$ cat src/rtl/spi_user_pkg.sv
package spi_user_pkg;
   typedef enum logic [1:0] {
      MODE_NORMAL = 2'd0,
      MODE_FAST   = 2'd1,
      MODE_PROG   = 2'd2,
      MODE_RAW    = 2'd3
   } access_mode_e;

   typedef enum logic {
      SEQ_IDLE = 1'b0,
      SEQ_RUN  = 1'b1
   } seq_state_e;

   localparam int CTRL_STOP_BIT   = 2;
   localparam int CFG_WE_BASE     = 16;
   localparam int STATUS_DONE_BIT = 11;
   localparam int WORD_CFG        = 0;
   localparam int WORD_STATUS     = 1;
   localparam int WORD_CTRL_BASE  = 4;
endpackage

$ cat src/rtl/spi_user_regs.sv
module spi_user_regs
   import spi_user_pkg::*;
#(
   parameter int NUM_CS = 2,
   parameter int REG_AW = 4
) (
   input  logic                   clk,
   input  logic                   rst_n,
   input  logic                   acc,
   input  logic                   we,
   input  logic [REG_AW-1:0]      addr,
   input  logic [31:0]            wdata,
   output logic [31:0]            rd_data,
   output logic [31:0]            cfg,
   output logic [NUM_CS-1:0][31:0] ctrl
);
   localparam logic [31:0] STATUS_VAL  = 32'(1) << STATUS_DONE_BIT;
   localparam logic [31:0] CTRL_RESET  = 32'(1) << CTRL_STOP_BIT;

   always_ff @(posedge clk or negedge rst_n) begin
      if (!rst_n)
         cfg <= '0;
      else if (acc && we && addr == REG_AW'(WORD_CFG))
         cfg <= wdata;
   end

   for (genvar i = 0; i < NUM_CS; i++) begin : g_ctrl
      always_ff @(posedge clk or negedge rst_n) begin
         if (!rst_n)
            ctrl[i] <= CTRL_RESET;
         else if (acc && we && addr == REG_AW'(WORD_CTRL_BASE + i))
            ctrl[i] <= wdata;
      end
   end

   always_comb begin
      rd_data = '0;
      if (addr == REG_AW'(WORD_CFG))    rd_data = cfg;
      if (addr == REG_AW'(WORD_STATUS)) rd_data = STATUS_VAL;
      for (int i = 0; i < NUM_CS; i++)
         if (addr == REG_AW'(WORD_CTRL_BASE + i)) rd_data = ctrl[i];
   end
endmodule

$ cat src/rtl/spi_byte_shifter.sv
module spi_byte_shifter #(
   parameter int CLK_DIV = 4
) (
   input  logic       clk,
   input  logic       rst_n,
   input  logic       start,
   input  logic [7:0] tx_byte,
   input  logic       miso,
   output logic       busy,
   output logic       done,
   output logic [7:0] rx_byte,
   output logic       sclk,
   output logic       mosi
);
   localparam int HALF = CLK_DIV / 2;
   localparam int CW   = (HALF > 1) ? $clog2(HALF) : 1;

   logic [CW-1:0] cnt;
   logic [2:0]    bit_cnt;
   logic [7:0]    tx_sh;
   logic [7:0]    rx_sh;

   always_ff @(posedge clk or negedge rst_n) begin
      if (!rst_n) begin
         busy    <= 1'b0;
         done    <= 1'b0;
         cnt     <= '0;
         bit_cnt <= '0;
         tx_sh   <= '0;
         rx_sh   <= '0;
         sclk    <= 1'b0;
      end else begin
         done <= 1'b0;
         if (start && !busy) begin
            busy    <= 1'b1;
            tx_sh   <= tx_byte;
            bit_cnt <= 3'd7;
            cnt     <= '0;
            sclk    <= 1'b0;
         end else if (busy) begin
            if (cnt == CW'(HALF - 1)) begin
               cnt <= '0;
               if (!sclk) begin
                  sclk  <= 1'b1;
                  rx_sh <= {rx_sh[6:0], miso};
               end else begin
                  sclk <= 1'b0;
                  if (bit_cnt == 3'd0) begin
                     busy <= 1'b0;
                     done <= 1'b1;
                  end else begin
                     bit_cnt <= bit_cnt - 3'd1;
                     tx_sh   <= {tx_sh[6:0], 1'b0};
                  end
               end
            end else begin
               cnt <= cnt + CW'(1);
            end
         end
      end
   end

   assign mosi    = tx_sh[7];
   assign rx_byte = rx_sh;
endmodule

$ cat src/rtl/spi_user_port.sv
module spi_user_port
   import spi_user_pkg::*;
#(
   parameter int NUM_CS  = 2,
   parameter int CLK_DIV = 4,
   parameter int REG_AW  = 4,
   localparam int CSW    = (NUM_CS > 1) ? $clog2(NUM_CS) : 1
) (
   input  logic              clk,
   input  logic              rst_n,
   input  logic              reg_req,
   input  logic              reg_we,
   input  logic [REG_AW-1:0] reg_addr,
   input  logic [31:0]       reg_wdata,
   output logic [31:0]       reg_rdata,
   output logic              reg_ready,
   input  logic              win_req,
   input  logic              win_we,
   input  logic [CSW-1:0]    win_cs,
   input  logic [1:0]        win_size,
   input  logic [31:0]       win_wdata,
   output logic [31:0]       win_rdata,
   output logic              win_ready,
   output logic              spi_sclk,
   output logic              spi_mosi,
   input  logic              spi_miso,
   output logic [NUM_CS-1:0] spi_cs_n
);
   if (CLK_DIV < 2 || (CLK_DIV % 2) != 0) begin : g_bad_div
      $error("CLK_DIV must be even and at least 2");
   end
   if (NUM_CS < 1 || NUM_CS > 16) begin : g_bad_cs
      $error("NUM_CS must be between 1 and 16");
   end
   if (WORD_CTRL_BASE + NUM_CS > (1 << REG_AW)) begin : g_bad_aw
      $error("REG_AW too small for the control words");
   end

   logic [31:0]             cfg;
   logic [NUM_CS-1:0][31:0] ctrl;
   logic [31:0]             rd_mux;
   logic                    reg_take;
   logic                    win_take;
   logic [31:0]             sel_ctrl;
   logic                    sel_we_en;
   logic [1:0]              sel_mode;
   logic                    go;
   seq_state_e              state;
   logic                    seq_busy;
   logic [1:0]              byte_idx;
   logic [1:0]              last_idx;
   logic                    we_q;
   logic [31:0]             wdata_q;
   logic                    sh_start;
   logic                    sh_busy;
   logic                    sh_done;
   logic [7:0]              sh_rx;

   assign seq_busy = (state == SEQ_RUN);
   assign reg_take = reg_req && !reg_ready && !seq_busy;
   assign win_take = win_req && !win_ready && !seq_busy && !reg_take;

   spi_user_regs #(.NUM_CS(NUM_CS), .REG_AW(REG_AW)) u_regs (
      .clk     (clk),
      .rst_n   (rst_n),
      .acc     (reg_take),
      .we      (reg_we),
      .addr    (reg_addr),
      .wdata   (reg_wdata),
      .rd_data (rd_mux),
      .cfg     (cfg),
      .ctrl    (ctrl)
   );

   always_comb begin
      sel_ctrl  = '0;
      sel_we_en = 1'b0;
      for (int i = 0; i < NUM_CS; i++) begin
         if (win_cs == CSW'(i)) begin
            sel_ctrl  = ctrl[i];
            sel_we_en = cfg[CFG_WE_BASE + i];
         end
      end
   end

   assign sel_mode = sel_ctrl[1:0];
   assign go = (access_mode_e'(sel_mode) == MODE_RAW) && (!win_we || sel_we_en);

   always_ff @(posedge clk or negedge rst_n) begin
      if (!rst_n) begin
         reg_ready <= 1'b0;
         reg_rdata <= '0;
      end else begin
         reg_ready <= reg_take;
         if (reg_take) reg_rdata <= rd_mux;
      end
   end

   always_ff @(posedge clk or negedge rst_n) begin
      if (!rst_n) begin
         state     <= SEQ_IDLE;
         byte_idx  <= '0;
         last_idx  <= '0;
         we_q      <= 1'b0;
         wdata_q   <= '0;
         win_rdata <= '0;
         win_ready <= 1'b0;
         sh_start  <= 1'b0;
      end else begin
         win_ready <= 1'b0;
         sh_start  <= 1'b0;
         case (state)
            SEQ_IDLE: begin
               if (win_take) begin
                  if (go) begin
                     state     <= SEQ_RUN;
                     byte_idx  <= '0;
                     last_idx  <= win_size;
                     we_q      <= win_we;
                     wdata_q   <= win_wdata;
                     win_rdata <= '0;
                     sh_start  <= 1'b1;
                  end else begin
                     win_ready <= 1'b1;
                     win_rdata <= '1;
                  end
               end
            end
            SEQ_RUN: begin
               if (sh_done) begin
                  if (!we_q) win_rdata[{byte_idx, 3'b000} +: 8] <= sh_rx;
                  wdata_q <= wdata_q >> 8;
                  if (byte_idx == last_idx) begin
                     win_ready <= 1'b1;
                     state     <= SEQ_IDLE;
                  end else begin
                     byte_idx <= byte_idx + 2'd1;
                     sh_start <= 1'b1;
                  end
               end
            end
            default: state <= SEQ_IDLE;
         endcase
      end
   end

   spi_byte_shifter #(.CLK_DIV(CLK_DIV)) u_shift (
      .clk     (clk),
      .rst_n   (rst_n),
      .start   (sh_start),
      .tx_byte (we_q ? wdata_q[7:0] : 8'h00),
      .miso    (spi_miso),
      .busy    (sh_busy),
      .done    (sh_done),
      .rx_byte (sh_rx),
      .sclk    (spi_sclk),
      .mosi    (spi_mosi)
   );

   for (genvar i = 0; i < NUM_CS; i++) begin : g_cs
      assign spi_cs_n[i] = ctrl[i][CTRL_STOP_BIT];
   end
endmodule

$ cat config.mk
export PLATFORM = sky130hd
export DESIGN_NAME = spi_user_port
export DESIGN_NICKNAME = d
export VERILOG_FILES = /design/src/rtl/spi_user_pkg.sv /design/src/rtl/spi_user_regs.sv /design/src/rtl/spi_byte_shifter.sv /design/src/rtl/spi_user_port.sv
export SDC_FILE = /design/constraint.sdc
export NUM_CORES = 1
export LEC_CHECK = 0
export BUFFER_PORTS_ARGS = -buffer_cell sky130_fd_sc_hd__buf_2
export CAP_MARGIN = 40
export CORE_MARGIN = 2
export CORE_UTILIZATION = 39
export DETAILED_ROUTE_END_ITERATION = 10
export PLACE_DENSITY_LB_ADDON = 0.3
export REMOVE_ABC_BUFFERS = 1
export SYNTH_ARGS = -nofsm -noshare
export SYNTH_HDL_FRONTEND = slang
export SYNTH_SLANG_ARGS = --single-unit
$ cat constraint.sdc
create_clock -name clk -period 2.47 [get_ports clk]
set_input_delay 0.247 -clock clk [delete_from_list [all_inputs] [get_ports clk]]
set_output_delay 0.247 -clock clk [all_outputs]
set_load 0.02 [all_outputs]
==> results.md, run 1 <==
* Async S/R FF share, synth at 100%
* Status: completed
* First-pass GRT wire length at between 30000 and 40000 um
* Mapped Avg Cell Area at about 12 um2
* CP Cell Sequence: inv_1 > ha_1 > nand2_1 > nor4b_2 > o2bb2ai_1 > mux2_2
* Finished Layout Cells at between 1000 and 1500
* Max clock buf depth at 3
* Slew Limit Fails at 0
* Largest family of logic cells by synthesized area: multiplexers
* Area of the core at 0.0252 mm2
* Period utilization at 88.4%
* Int Pwr at between 8000 and 9000 uW
* Delay-heaviest family, CP: simple AND/OR/NAND/NOR gates
* Via count at between 6000 and 7000
* Commonest cells after routing, fill and taps aside: 221 x dfrtp_1, 146 x buf_2, 134 x mux2_2, 61 x nor2_1, 54 x a21oi_1
* CTS H-tree depth at 1
* Share of the synthesized area in the top cell type at 55.6%
* Port Buffers at 147
* Reg2reg start: byte_idx[0]
* Post-DP Area at 0.0111 mm2
* CTS root buf: clkbuf_16
* NumNets Final at 1077
* GR Layer Usage met1 at 23.9%
* Drt initial violations at 330
* Most Crowded Layer GR: met2
* Skew final at 7.06 ps
* Critical Path AT at between 2000 and 3000 ps
* Reg clk slew, reported paths at 60 ps
* Layout cells sized above 1 at 35.6%
* Kind of critical path: reg2reg
* M2 GR Usage at 30.6%
* Die height at 164 um
* Sequential fraction of design power at a little over two fifths
* Vias in the first global route at 7167
* Placed insts at 1256
* Layout Utilization at 49.0%
* Reg-to-Reg End: win_rdata[21]
* Hold path depth at 3
* Wire length per cell at about 18 um
* Estimated wirelength of the detail-placed design at 15500 um
* Clock share of power at 27.9%
* Sequential standard cell area at 0.00561 mm2
* Post-route ant nets at 0
* Total grt overflow at 0
* Psw at 4410 uW
* Yosys cell types at between 40 and 50
* Largest net degree at the start of global routing at 65
* Antenna violations before repair at 2
* Peak VDD IR at 585 uV
* Setup crit start kind: register
* Post-synthesis mux area share at between 10% and 20%
* Main synth FF type: dfrtp_1
* Count of warnings emitted by yosys at 0
* Register bit count reported by yosys at 224
* Post-synth EDFFs at 0
* Post-synthesis compound-gate area fraction at 13.9%
* Most common cell after layout, fill and taps aside: dfrtp_1
* CTS buffer count at 25
* Worst skew pair latency at 520 ps
* Width of the die at 164 um
* M3 GR Usage at approximately 3.1%
* Pwr dens at 1080 mW/mm2
* Final WL at 23900 um
* Initial core utilization at a little under 40%
* Synth Instances at 815
* Finished Cell Area at 0.0123 mm2
* Final hold viol count at 0
* DRC violations left at 0
* Post-Synth XOR/XNOR Area at 0.438%
* Cell area after synthesis at 0.0100 mm2
* Hold Crit Endpoint: wdata_q[28]
* Hold Path Class: in2reg
* Switch share at ~33%
* Final worst slack at 287 ps
* Synth Area in Simple Gates at 6.20%
* CTS tree: yes
* Fmax at 458 MHz
* Die ar. at roughly 0.027 mm2
* Multi-input logic area at around 0.0041 mm2
* DRT Pass-1 Iters at 4
* Vias per cell at 5.16
* CP max stage delay at 690 ps
* Slowest-stage cell, CP: nor4b_2
* RD Place Congestion at 0.738
* FF-to-FF path depth at 6
* Post-Synth Adder-Cell Area at 0.876%
* Required @ worst endpoint at between 2000 and 3000 ps
* Static leakage at 0.00585 uW
* Num rows at 58
* Io pins at 148
* Reg2reg setup slack at 290 ps
* Crit path time final at 2180 ps
* HP Start: win_wdata[28]
* Worst path buffer plus inverter count at 1
* Layout Area Growth over Synthesis at 23.5%
* Postcts setup bufs at 0
* Top cells by area, synth: dfrtp_1 56%, mux2_2 15%, mux2i_1 3.3%, o2bb2ai_1 2.8%, a21oi_1 2.7%
* Comb pwr share at 29.1%
* Fillers at roughly 2300
* CP Depth at 6
* Max Cap Viol at 0
* RSZ-0062 raised after global routing: no
* Sequential element share of the synthesized area at between 50% and 60%
* Max Fanout on Critical Path at 8
* Clock sink count at 224
* Setup violations, final at 0
* Area leader, netlist: dfrtp_1
* Rel. slew slack at 45.7%
* Worst-margin pin slew at 812 ps
* Tot GR Track Use at 17.9%
* Post-Place Setup Slack at 261 ps
* Critical Path End Type: register
* Post-cts resize count at 0
kinds of logic (layout without fill, tap and decap cells):
group	after synthesis	after routing
DFF	224	224
adders and majority gates	7	7
and+or+nand+nor	137	137
other	0	1
muxes	174	174
xor gates and xnor gates	5	5
AOI/OAI and AO/OA	198	198
buffers and inverters	70	265
power by group through the flow:
stage | Combinational (uW) | Sequential, uW | Clock [uW]
after global routing | 4320 | 5920 | 4000
after CTS | 3960 | 5760 | 3850
after detailed placement | 3890 | 5810 | 0
after floorplan | 2120 | 6200 | 0
final | 3890 | 5750 | 3740
after global placement | 3780 | 5790 | 0
layout make-up:
cell class,instances,share of cell area [%]
sequential,224,45.5
clock inverter,7,0.720
multi-input combinational,521,33.0
inverter,11,0.335
tap,330,3.35
timing repair buffer,209,11.1
clock buffer,38,6.03
antenna,1,0.0203
what timing repair did:
item | 4_1_cts | 5_1_grt
endpoints found under the hold margin | 140 | 0
hold buffers | 39 | 0
endpoints found under the setup margin | 0 | 0
worst max path at each step:
stage                           to         from  slack (ps)
floorplan           u_regs.ctrl[0]     seq_busy       -1570
global placement     win_rdata[21]  byte_idx[0]         420
detailed placement   win_rdata[19]  byte_idx[0]         260
CTS                  win_rdata[19]  byte_idx[0]         240
global route         win_rdata[19]  byte_idx[0]          60
finish               win_rdata[21]  byte_idx[0]         290
synthesized netlist by cell type (2+ instances only):
library cell	count
a21oi_1	54
buf_4	4
buf_1	5
mux2i_1	33
and2_1	2
nand3_1	11
nand2_1	44
a22oi_1	24
mux2_1	7
and3_1	4
o31ai_1	31
o21a_1	31
a21oi_2	4
nand4b_1	2
buf_6	4
dfrtp_1	222
mux2_2	134
o22ai_1	2
o2bb2ai_1	32
buf_2	17
inv_1	10
xor2_1	4
nor2_1	61
dfstp_2	2
nand2b_1	3
ha_1	7
o21ai_0	12
clkbuf_1	29
layer usage:
layer	routed length (um)	vias up
li1	-	3284
met1	10800	3464
met2	11500	140
met3	1100	34
met4	485	2
met5	11	-
tightest hold or removal path: stages:
cell,delay (ps)
buf_2,100
nand3_1,80
a21oi_1,70
registers in the layout (all words and copies together) (netlist names):
| name | cells |
|---|---|
| u_regs.ctrl | 64 |
| reg_rdata | 32 |
| u_regs.cfg | 32 |
| wdata_q | 32 |
| win_rdata | 32 |
| u_shift.rx_byte | 8 |
| u_shift.tx_sh | 8 |
| u_shift.bit_cnt | 3 |
| byte_idx | 2 |
| last_idx | 2 |
| reg_ready | 1 |
| seq_busy | 1 |
| sh_start | 1 |
| u_shift.busy | 1 |
| u_shift.cnt | 1 |
| u_shift.done | 1 |
| u_shift.sclk | 1 |
| we_q | 1 |
| win_ready | 1 |
metrics by stage:
stage	TNS, ps	hold WS, ps	power [uW]
finish	0	18.7	13400
global route	0	1.39	14200
CTS	0	0.431	13600
detailed placement	0	215	9710
global placement	0	212	9580
floorplan	-219760	-48.6	8320
(Power assumes the default switching activity.)
==> run 2, diff against run 1 <==
CORE_MARGIN = 4   (was 2)
==> run 2 against run 1 <==
Non-clock buffer count shrank 2. Via count grew 1.4%. Critical path type unchanged. Cell count is the same.
==> results.md, run 2 (synthesized netlist as in run 1, its figures left out) <==
* Delay-heaviest family, CP: compound AO/OA/AOI/OAI gates
* Pwr dens at roughly 1100 mW/mm2
* Layout Area Growth over Synthesis at 24.3%
* Final WL at 24000 um
* DRT Pass-1 Iters at 4
* CP max stage delay at 520 ps
* Antenna violations before repair at 2
* Clock sink count at 224
* Kind of critical path: reg2reg
* Largest net degree at the start of global routing at 68
* Final hold viol count at 0
* Peak VDD IR at 578 uV
* Num rows at 58
* CTS tree: yes
* Io pins at 148
* Hold Path Class: in2reg
* Crit path time final at 1990 ps
* Total grt overflow at 0
* Max Fanout on Critical Path at 18
* Reg clk slew, reported paths at 60 ps
* Status: completed
* Setup crit start kind: register
* Post-route ant nets at 0
* Fmax at 503 MHz
* First-pass GRT wire length at 39600 um
* Worst path buffer plus inverter count at 0
* Estimated wirelength of the detail-placed design at 15400 um
* NumNets Final at 1075
* Most common cell after layout, fill and taps aside: dfrtp_1
* DRC violations left at 0
* Commonest cells after routing, fill and taps aside: 221 x dfrtp_1, 146 x buf_2, 134 x mux2_2, 61 x nor2_1, 54 x a21oi_1
* Layout cells sized above 1 at 35.6%
* Final Power at 13800 uW
* CTS buffer count at 25
* Max reg flops at 64
* Port Buffers at 147
* Critical Path AT at 2380 ps
* Worst skew pair latency at between 500 and 600 ps
* Critical Path End Type: register
* Required @ worst endpoint at 2860 ps
* Initial core utilization at around two fifths
* Width of the die at 168 um
* Vias per cell at 5.24
* RD Place Congestion at 0.759
* Vias in the first global route at 7204
* Most flop-heavy register: u_regs.ctrl
* Die height at 168 um
* RSZ-0062 raised after global routing: no
* Rel. slew slack at a little over half
* Worst-margin pin slew at 710 ps
* Period utilization at 80.5%
* Wire length per cell at around 18 um
* Static leakage at between 0.005 and 0.006 uW
* Max Cap Viol at 0
* CTS root buf: clkbuf_16
* Die ar. at 0.0283 mm2
* CP Cell Sequence: nor2_1 > a32oi_1 > a21oi_2 > mux2_2
* Slowest-stage cell, CP: dfrtp_2
* Area of the core at 0.0252 mm2
* Slew Limit Fails at 0
* CTS H-tree depth at 1
* Drt initial violations at 425
* Skew final at 6.91 ps
* Max clock buf depth at 3
* Tot GR Track Use at 17.0%
* Hold WS at 13.6 ps
* Setup violations, final at 0
* Via count at 7021
==> run 2: cell count changes in the layout (fill, tap and decap cells not counted), sizes merged <==
cell,before,now
dlygate4sd3,39,40
diode,1,3
clkbuf,38,34
clkinv,4,2
clkinvlp,0,3
inv,12,11
bufinv,2,6
buf,170,167
==> run 2: per-stage QoR <==
step | instance area, um2 | util [%] | TNS [ps] | std cells | setup WS [ps]
after detailed placement | 11100 | 44.0 | 0 | 1253 | 477
after floorplan | 9710 | - | -219760 | 756 | -1570
after global placement | 11100 | 44.0 | 0 | 1253 | 477
after global routing | 12400 | 49.3 | 0 | 1339 | 355
final | 12400 | 49.3 | 0 | 1341 | 482
after CTS | 12400 | 49.3 | 0 | 1338 | 468
==> run 2: path summary, 6_finish.rpt <==
path                                from         endpoint  slack [ps]  cells after the start
hold / removal             win_wdata[29]      wdata_q[29]          10                      3
setup reg to reg                seq_busy    win_rdata[19]         480                      4
min in group asynchronous          rst_n    win_rdata[11]         270                      2
setup / recovery                seq_busy    win_rdata[19]         480                      4
max in group asynchronous          rst_n  u_regs.ctrl[34]        1420                      3
hold reg to reg             reg_rdata[1]     reg_rdata[1]         470                      2
==> run 2: power by group <==
part	total [uW]	internal (uW)	leakage [uW]	switching (uW)
logic	3880	1780	0.00258	2100
clock network	4140	2640	0.000442	1500
registers	5750	4900	0.00284	849
==> run 2: repair_timing <==
action,CTS,global route
hold buffers,40,0
setup buffers,0,0
resized for setup,0,0
hold endpoints to repair,151,0
==> run 2: worst register-to-register path, delay by kind of cell (launching register included) <==
family           cells  cell delay, ps
AO/OA/AOI/OAI        2             770
flip-flops           1             520
multiplexers         1             390
AND/OR/NAND/NOR      1             190
==> run 2: final cells by class <==
class | count | area, um2
timing repair buffer | 207 | 1360
multi-input combinational | 521 | 4070
clock buffer | 34 | 709
fill | 2215 | 12800
tap | 330 | 413
antenna | 3 | 7.51
sequential | 224 | 5610
clock inverter | 11 | 216
inverter | 11 | 41.3
==> run 2: layer usage <==
metal	routed length [um]	track usage, %
met5	0	0
met4	497	3.81
met3	1130	3.05
met2	11300	28.2
met1	11100	23.4
